[src/rtl/qdr_pkg.sv]
package qdr_pkg;

    // Words moved by one command on either port
    localparam int BURST_LEN  = 4;
    localparam int BEAT_IDX_W = $clog2(BURST_LEN);

    // Beat phase: positive-phase beats take reads, negative-phase beats take writes
    typedef enum logic {
        BEAT_POS = 1'b0,
        BEAT_NEG = 1'b1
    } beat_e;

endpackage

[src/rtl/qdr_burst_seq.sv]
// Per-port command sequencer: accepts a command on its own beat phase,
// then walks the four word indices of the burst, one per beat.
module qdr_burst_seq
    import qdr_pkg::*;
#(
    parameter int ADDR_W = 6
) (
    input  logic                         clk,
    input  logic                         rst_n,
    input  logic                         sample_en,
    input  logic                         sel_n,
    input  logic [ADDR_W-1:0]            cmd_addr,
    output logic                         accept,
    output logic                         step,
    output logic [ADDR_W+BEAT_IDX_W-1:0] word_addr,
    output logic                         cmd_err
);

    localparam logic [BEAT_IDX_W-1:0] LAST_IDX = BEAT_IDX_W'(BURST_LEN - 1);

    typedef struct packed {
        logic                  act;
        logic [BEAT_IDX_W-1:0] idx;
        logic [ADDR_W-1:0]     base;
        logic                  err;
    } seq_t;

    seq_t s_d, s_q;
    logic req, busy, take;

    always_comb begin
        s_d  = s_q;
        req  = sample_en && !sel_n;
        // A new command may only land on the beat that carries the final word
        busy = s_q.act && (s_q.idx != LAST_IDX);
        take = req && !busy;

        s_d.err = req && busy;

        if (s_q.act) begin
            s_d.idx = s_q.idx + 1'b1;
            if (s_q.idx == LAST_IDX) begin
                s_d.act = 1'b0;
            end
        end

        if (take) begin
            s_d.act  = 1'b1;
            s_d.idx  = '0;
            s_d.base = cmd_addr;
        end
    end

    always_ff @(posedge clk or negedge rst_n) begin
        if (!rst_n) begin
            s_q <= '0;
        end else begin
            s_q <= s_d;
        end
    end

    assign accept    = take;
    assign step      = s_q.act;
    assign word_addr = {s_q.base, s_q.idx};
    assign cmd_err   = s_q.err;

endmodule

[src/rtl/qdr_store.sv]
// Word storage split into byte lanes, each lane its own array so that
// masked lane writes never share a storage element.
module qdr_store #(
    parameter int WADDR_W = 8,
    parameter int WORD_W  = 16,
    parameter int LANES   = 2
) (
    input  logic               clk,
    input  logic               wr_en,
    input  logic [WADDR_W-1:0] wr_addr,
    input  logic [WORD_W-1:0]  wr_data,
    input  logic [LANES-1:0]   wr_lane_n,
    input  logic [WADDR_W-1:0] rd_addr,
    output logic [WORD_W-1:0]  rd_data
);

    localparam int LANE_W = WORD_W / LANES;
    localparam int DEPTH  = 1 << WADDR_W;

    for (genvar g = 0; g < LANES; g++) begin : g_lane
        logic [LANE_W-1:0] lane_mem [DEPTH];

        always_ff @(posedge clk) begin
            if (wr_en && !wr_lane_n[g]) begin
                lane_mem[wr_addr] <= wr_data[g*LANE_W +: LANE_W];
            end
        end

        assign rd_data[g*LANE_W +: LANE_W] = lane_mem[rd_addr];
    end

endmodule

[src/rtl/qdr_rd_pipe.sv]
// Read return path: fetch stage, alignment stage, output stage.
module qdr_rd_pipe #(
    parameter int WORD_W = 16
) (
    input  logic              clk,
    input  logic              rst_n,
    input  logic              fetch_en,
    input  logic [WORD_W-1:0] fetch_data,
    output logic              out_valid,
    output logic [WORD_W-1:0] out_data,
    output logic              out_strobe
);

    typedef struct packed {
        logic              f_v;
        logic [WORD_W-1:0] f_d;
        logic              a_v;
        logic [WORD_W-1:0] a_d;
        logic              o_v;
        logic [WORD_W-1:0] o_d;
        logic              o_s;
    } pipe_t;

    pipe_t p_d, p_q;

    always_comb begin
        p_d     = p_q;
        p_d.f_v = fetch_en;
        p_d.f_d = fetch_en ? fetch_data : '0;
        p_d.a_v = p_q.f_v;
        p_d.a_d = p_q.f_d;
        p_d.o_v = p_q.a_v;
        p_d.o_d = p_q.a_v ? p_q.a_d : '0;
        p_d.o_s = p_q.o_s ^ p_q.a_v;
    end

    always_ff @(posedge clk or negedge rst_n) begin
        if (!rst_n) begin
            p_q <= '0;
        end else begin
            p_q <= p_d;
        end
    end

    assign out_valid  = p_q.o_v;
    assign out_data   = p_q.o_d;
    assign out_strobe = p_q.o_s;

endmodule

[src/rtl/qdr_b4_sram.sv]
// Burst-of-four separate-I/O SRAM model on a single beat clock.
module qdr_b4_sram
    import qdr_pkg::*;
#(
    parameter int ADDR_W = 6,
    parameter int WORD_W = 16,
    parameter int LANES  = 2
) (
    input  logic              clk,
    input  logic              rst_n,
    input  logic              rd_sel_n,
    input  logic              wr_sel_n,
    input  logic [ADDR_W-1:0] addr,
    input  logic [WORD_W-1:0] wr_data,
    input  logic [LANES-1:0]  wr_lane_n,
    output logic [WORD_W-1:0] rd_data,
    output logic              rd_valid,
    output logic              rd_strobe,
    output logic              beat_odd,
    output logic              rd_cmd_err,
    output logic              wr_cmd_err
);

    localparam int WADDR_W = ADDR_W + BEAT_IDX_W;

    beat_e phase_d, phase_q;

    logic               rd_accept, wr_accept;
    logic               rd_step, wr_step;
    logic [WADDR_W-1:0] rd_word, wr_word;
    logic [WORD_W-1:0]  fetch_data;

    always_comb begin
        phase_d = (phase_q == BEAT_POS) ? BEAT_NEG : BEAT_POS;
    end

    always_ff @(posedge clk or negedge rst_n) begin
        if (!rst_n) begin
            phase_q <= BEAT_POS;
        end else begin
            phase_q <= phase_d;
        end
    end

    assign beat_odd = (phase_q == BEAT_NEG);

    qdr_burst_seq #(.ADDR_W(ADDR_W)) u_rd_seq (
        .clk       (clk),
        .rst_n     (rst_n),
        .sample_en (phase_q == BEAT_POS),
        .sel_n     (rd_sel_n),
        .cmd_addr  (addr),
        .accept    (rd_accept),
        .step      (rd_step),
        .word_addr (rd_word),
        .cmd_err   (rd_cmd_err)
    );

    qdr_burst_seq #(.ADDR_W(ADDR_W)) u_wr_seq (
        .clk       (clk),
        .rst_n     (rst_n),
        .sample_en (phase_q == BEAT_NEG),
        .sel_n     (wr_sel_n),
        .cmd_addr  (addr),
        .accept    (wr_accept),
        .step      (wr_step),
        .word_addr (wr_word),
        .cmd_err   (wr_cmd_err)
    );

    // Write words land on the edge they arrive; read words are fetched on the
    // beat after their slot opens, so earlier writes are always already stored.
    qdr_store #(
        .WADDR_W (WADDR_W),
        .WORD_W  (WORD_W),
        .LANES   (LANES)
    ) u_store (
        .clk       (clk),
        .wr_en     (wr_step),
        .wr_addr   (wr_word),
        .wr_data   (wr_data),
        .wr_lane_n (wr_lane_n),
        .rd_addr   (rd_word),
        .rd_data   (fetch_data)
    );

    qdr_rd_pipe #(.WORD_W(WORD_W)) u_rd_pipe (
        .clk        (clk),
        .rst_n      (rst_n),
        .fetch_en   (rd_step),
        .fetch_data (fetch_data),
        .out_valid  (rd_valid),
        .out_data   (rd_data),
        .out_strobe (rd_strobe)
    );

endmodule

[config.mk]
export PLATFORM = sky130hd
export DESIGN_NAME = qdr_b4_sram
export DESIGN_NICKNAME = d
export VERILOG_FILES = /design/src/rtl/qdr_pkg.sv /design/src/rtl/qdr_burst_seq.sv /design/src/rtl/qdr_store.sv /design/src/rtl/qdr_rd_pipe.sv /design/src/rtl/qdr_b4_sram.sv
export SDC_FILE = /design/constraint.sdc
export NUM_CORES = 2
export LEC_CHECK = 0
export ABC_AREA = 1
export BUFFER_PORTS_ARGS = -buffer_cell sky130_fd_sc_hd__buf_2
export CAP_MARGIN = 30
export CELL_PAD_IN_SITES_DETAIL_PLACEMENT = 0
export CELL_PAD_IN_SITES_GLOBAL_PLACEMENT = 2
export CORE_MARGIN = 5
export CORE_UTILIZATION = 46
export CTS_BUF_LIST = sky130_fd_sc_hd__clkbuf_4 sky130_fd_sc_hd__clkbuf_8
export DETAILED_ROUTE_END_ITERATION = 16
export PLACE_DENSITY_LB_ADDON = 0.15
export SYNTH_ARGS = -nofsm -noshare
export SYNTH_HDL_FRONTEND = slang
export SYNTH_SLANG_ARGS = --single-unit
[constraint.sdc]
create_clock -name clk -period 2.4 [get_ports clk]
set_input_delay 0.12 -clock clk [delete_from_list [all_inputs] [get_ports clk]]
set_output_delay 0.12 -clock clk [all_outputs]
set_load 0.01 [all_outputs]
Word level (Yosys, flattened, before mapping). Memory sizes are Yosys's and may differ from the RTL's. Cells that the tools add are included.

Add/sub/neg operators: 2. Equal/unequal tests: 4. Muxes and demuxes: 13. Bitwise gates (word level): 2. Reduce and logical (&&, ||, !) cells: 18.

Operator list (count): 16-bit two-way mux (2); 9-bit two-way mux (2); 1-bit logical AND (10); 1-bit two-way mux (7); 1-bit logical NOT (6); 3-bit two-way mux (2); 2-bit by 1-bit adder with 2-bit output, second input constant (2); 2-bit equality test, second input constant (2); 2-bit != test, second input constant (2); 2-bit nonzero test (2); 1-bit inverter (1); 1-bit XOR (1).

Register bits after elaboration: 73. Memory bits (writable): 4096. Output and inout bits: 21. Logic and storage cells: 57. Memories: 2.

Memories: u_store.g_lane[0].lane_mem (words 256, bits a word 8, rd ports 1, clocked after Yosys merged registers in 0, write ports 1, line qdr_store.sv:21) `logic [LANE_W-1:0] lane_mem [DEPTH];`; u_store.g_lane[1].lane_mem (words 256, bits a word 8, rd ports 1, clocked after Yosys merged registers in 0, write ports 1, line qdr_store.sv:21).

Longest topological paths before layout.
Word-level depth: 5. Gate-level depth with buffers: 15.

By module. Synthesis repeated with hierarchy kept, for this count alone.

Cells, all modules: 14184. Area, all modules: 169777.8 sq um.

By module, submodules not included: qdr_store (instances 1, cells each 13943, area each 167127.8 sq um); qdr_rd_pipe (instances 1, cells each 141, area each 1755.4 sq um); qdr_burst_seq (instances 2, cells each 49, area each 432.9 sq um); qdr_b4_sram (instances 1, cells each 2, area each 28.8 sq um).

Least setup slack after synthesis. No wires, ideal clock.

Kind: reg-to-reg. From: register u_wr_seq.s_q (netlist bit u_wr_seq.step). To: memory u_store.g_lane[0].lane_mem[100][0] in the netlist's numbering (enable). Data arrival time: 1.822 ns. Required time: 2.017 ns. Path slack: 0.194 ns. Cell stages (with the launch flop): 7. Period minus slack after synthesis: 2.206 ns. Cell sequence: dfrtp_1 -> inv_1 -> or2_2 -> clkbuf_1 -> clkbuf_1 -> clkbuf_1 -> nor3_1.

Word-level cells in the longest chain between the ends: 3.

RTL lines: start, declared (line qdr_burst_seq.sv:28) `seq_t s_d, s_q;`; start signal, assigned (line qdr_burst_seq.sv:56) `s_q <= '0;`; start signal, assigned (line qdr_burst_seq.sv:58) `s_q <= s_d;`; 1-bit logical AND (line qdr_store.sv:24) `if (wr_en && !wr_lane_n[g]) begin`; 1-bit two-way mux (line qdr_store.sv:24); 1-bit two-way mux (implied by the code) (line qdr_store.sv:25) `lane_mem[wr_addr] <= wr_data[g*LANE_W +: LANE_W];`; end, declared (line qdr_store.sv:21).

No other way between the ends.

==> metrics.csv <==
stage;metric;value;unit
cells_and_area;fin_nets;15500;
timing;layout_min_cycle_time;2.73;ns
setup_path;crit_fanout;27;
power;power-per-cell-area;1170;nW/um^2
placement;hpwl;338;mm
worst_hold_path;hold_depth;3;
setup_path;r2r_slack;-0.33;ns
cells_and_area;syn_to_final_growth;21.1;%
synth;synth_area_leaders;edfxtp_1, nand3_1, nand2_1, nor3_1, dfrtp_1;
synth;avgSynthCellArea;12.0;sq um
flow_run;cap_violations;0;
power;ir_worst_vdd;0.685;mV
global_routing;grt_pass1_vias;116000;
timing;hold_ws;0.162;ns
floorplan;die_y;618;microns
setup_path;crit_type;flop to flop;
timing;finalHoldViolations;0;
timing;finalSetupViolations;40;
cells_and_area;fill_cells;30700;
routing;vias;119000;
timing;setup_tns;-4.66;ns
setup_path;critPathMaxStageDelay;0.60;ns
timing;timing.final.crit_share;1.14;
outcome;status;complete, but fails checks;
timing;fin_skew;0.0786;ns
global_routing;grt_pass1_wl;807;mm
floorplan;die_x;618;microns
synth;synth_edf_count;4096;
setup_path;cp_slowest_cell;dfrtp_4;
power;power.leakage;74.7;nW
floorplan;core;369000;sq um
timing;worst_slack;-0.334;ns
timing;worst_pin_slew;0.942;ns
cts;cts_max_path_buffers;4;
routing;drtAntennaViolNets;0;
synth;synth_warnings;0;
floorplan;ioPinCount;49;
setup_path;startpoint_type;flop;
cts;clkSlewWorstSetupHoldPaths;0.06;ns
floorplan;start_util;0.461;
setup_path;arrival;3.87;ns
synth;seq_area_frac_synth;0.734;
setup_path;r2r-end;u_rd_pipe.p_d[24];
worst_hold_path;holdPathEnd;u_store.g_lane[0].lane_mem[51][6];
synth;ys_top_cells_by_count;nand2_1, edfxtp_1, nand3_1, nor3_1, buf_2;
setup_path;ff2ff_path_depth;11;
synth;syn_nets;14200;
routing;viasPerCell;5.67;
synth;synth.distinct_cells;23;
timing;rsz0062_at_grt;yes;
synth;synthFlopType;edfxtp_1;
timing;fmax;0.366;GHz
synth;yosys.area.top_type;edfxtp_1;
timing;relSlewSlack;0.370;
global_routing;grt_usage;0.286;
floorplan;row_count;223;
power;power;240;mW
synth;syn_inst;14200;
cts;root_buffer;clkbuf_8;
cts;cts_made_buffers;694;
worst_hold_path;worst_hold_path_type;primary input to flop;
routing;wl;569;mm
routing;drc;0;
global_routing;grt_max_degree;94;
setup_path;cpMostUsedCell;nand3_1;
setup_path;crit_chain;inv_16 > buf_12 > buf_4 > nand3_1 > nand3_1 > nand3_1 > nand3_1 > nand3_2 > nand2_4 > nor2_2 > nor2_1;
synth;yosysMostFrequentCell;nand2_1;
timing;slew_viol_final;0;
synth;ys_ff_latch;4169;
routing;dr.pass1.iters;7;
placement;io_buffers;48;
setup_path;end_kind;flop;
floorplan;dieArea;382000;sq um
synth;synth_top_cell_area_share;0.723;
cts;cts_sinks;4169;
synth;netlist_area;170000;sq um
setup_path;required;3.53;ns
cells_and_area;drive_gt1_frac;0.207;
setup_path;timing.rr.start;u_rd_seq.word_addr[2];
cts;insertion_delay;1.23;ns
cts;cts_tree;yes;
synth;ys_async_sr_fraction;0.0175;
cts;htreeDepth;6;
routing;post_drt_wl_per_cell;27.1;microns
global_routing;grt_overflow;0;
placement;gp_congestion;0.853;
worst_hold_path;min_from;wr_data[6];
routing;drtIter0Drc;13200;
outcome;violations;negative setup slack;
global_routing;antenna_found_initial;23;
==> cells by family after synthesis <==
kind of cell	share of synthesized area
xor+xnor	0.0000515
compound gates	0.00447
simple gates	0.225
fa+ha+maj	0.000368
flops	0.734
buf+inv	0.0364
==> metal layers <==
layer / global-route usage / part of all wire
met5: 0 / 0.000023
met2: 0.464 / 0.47
met1: 0.404 / 0.42
met3: 0.0413 / 0.075
met4: 0.0869 / 0.032
==> worst max-delay path by stage <==
stage | from | to | depth (start not counted)
2_1_floorplan | u_wr_seq.step | u_store.g_lane[0].lane_mem[100][0] | 6
4_1_cts | u_rd_seq.word_addr[0] | u_rd_pipe.p_d[22] | 18
3_5_place_dp | u_rd_seq.word_addr[0] | u_rd_pipe.p_d[30] | 14
5_1_grt | u_rd_seq.word_addr[0] | u_rd_pipe.p_d[30] | 16
3_3_place_gp | u_rd_seq.word_addr[0] | u_rd_pipe.p_d[30] | 14
6_report | u_rd_seq.word_addr[2] | u_rd_pipe.p_d[24] | 11
==> critical path: cells and delay by family (launching register included) <==
| kind | cells | cell delay [ns] |
|---|---|---|
| flip-flops | 1 | 0.60 |
| AND/OR/NAND/NOR | 8 | 1.22 |
| buffers and inverters | 3 | 0.77 |
==> power by group <==
group          total (mW)  switching, mW  internal, mW
sequential           82.3           1.11          81.2
clock                61.6           28.8          32.8
combinational        96.0           63.3          32.7
==> area by class of cell <==
type                    instances  area [sq um]  area share
repair buffers               1721         19000      0.0922
clock inverters               291          1730     0.00842
flip-flops and latches       4169        125000       0.606
inverters                      44           248     0.00120
multi-input cells            8862         42100       0.205
repair inverters                1          16.3   0.0000790
well taps                    4950          6190      0.0301
clock buffers                 958         11700      0.0570
diodes                          9          22.5    0.000109
==> timing repair <==
action | 4_1_cts | 5_1_grt
hold buffers | 68 | 0
endpoints found under the setup margin | 42 | 82
setup buffers | 39 | 21
resized for setup | 327 | 524
hold endpoints to repair | 4290 | 0
gates cloned | 26 | 43
pin swaps | 26 | 151
==> cell usage in the layout, fill, tap and decap left out, types with 119 or more instances in the layout <==
cell,instances
edfxtp_1,4096
nand2_1,4087
nand3_1,3457
buf_4,1156
clkbuf_8,725
nor3_1,507
nand3_2,356
buf_12,243
clkbuf_4,233
clkinv_1,173
nor2_1,119
==> sequential cells by signal (all words and copies together) (netlist names) <==
signal	flops
beat_odd	1
u_wr_seq.word_addr	8
u_rd_pipe.out_data	16
u_rd_pipe.p_q	16
u_rd_seq.word_addr	8
u_rd_pipe.out_strobe	1
u_rd_seq.step	1
u_wr_seq.step	1
u_wr_seq.cmd_err	1
u_rd_pipe.p_d	18
u_store.g_lane.lane_mem	4096
u_rd_seq.cmd_err	1
u_rd_pipe.out_valid	1
==> stage by stage <==
stage	instances	setup WS [ns]	area [sq um]	utilization
floorplan	14200	0.194	170000	-
global placement	19500	-1.01	185000	0.502
detailed placement	19600	-1.00	185000	0.503
CTS	20900	-0.335	202000	0.549
global route	21000	-0.323	206000	0.559
finish	21000	-0.334	206000	0.559
(Power assumes the default switching activity.)
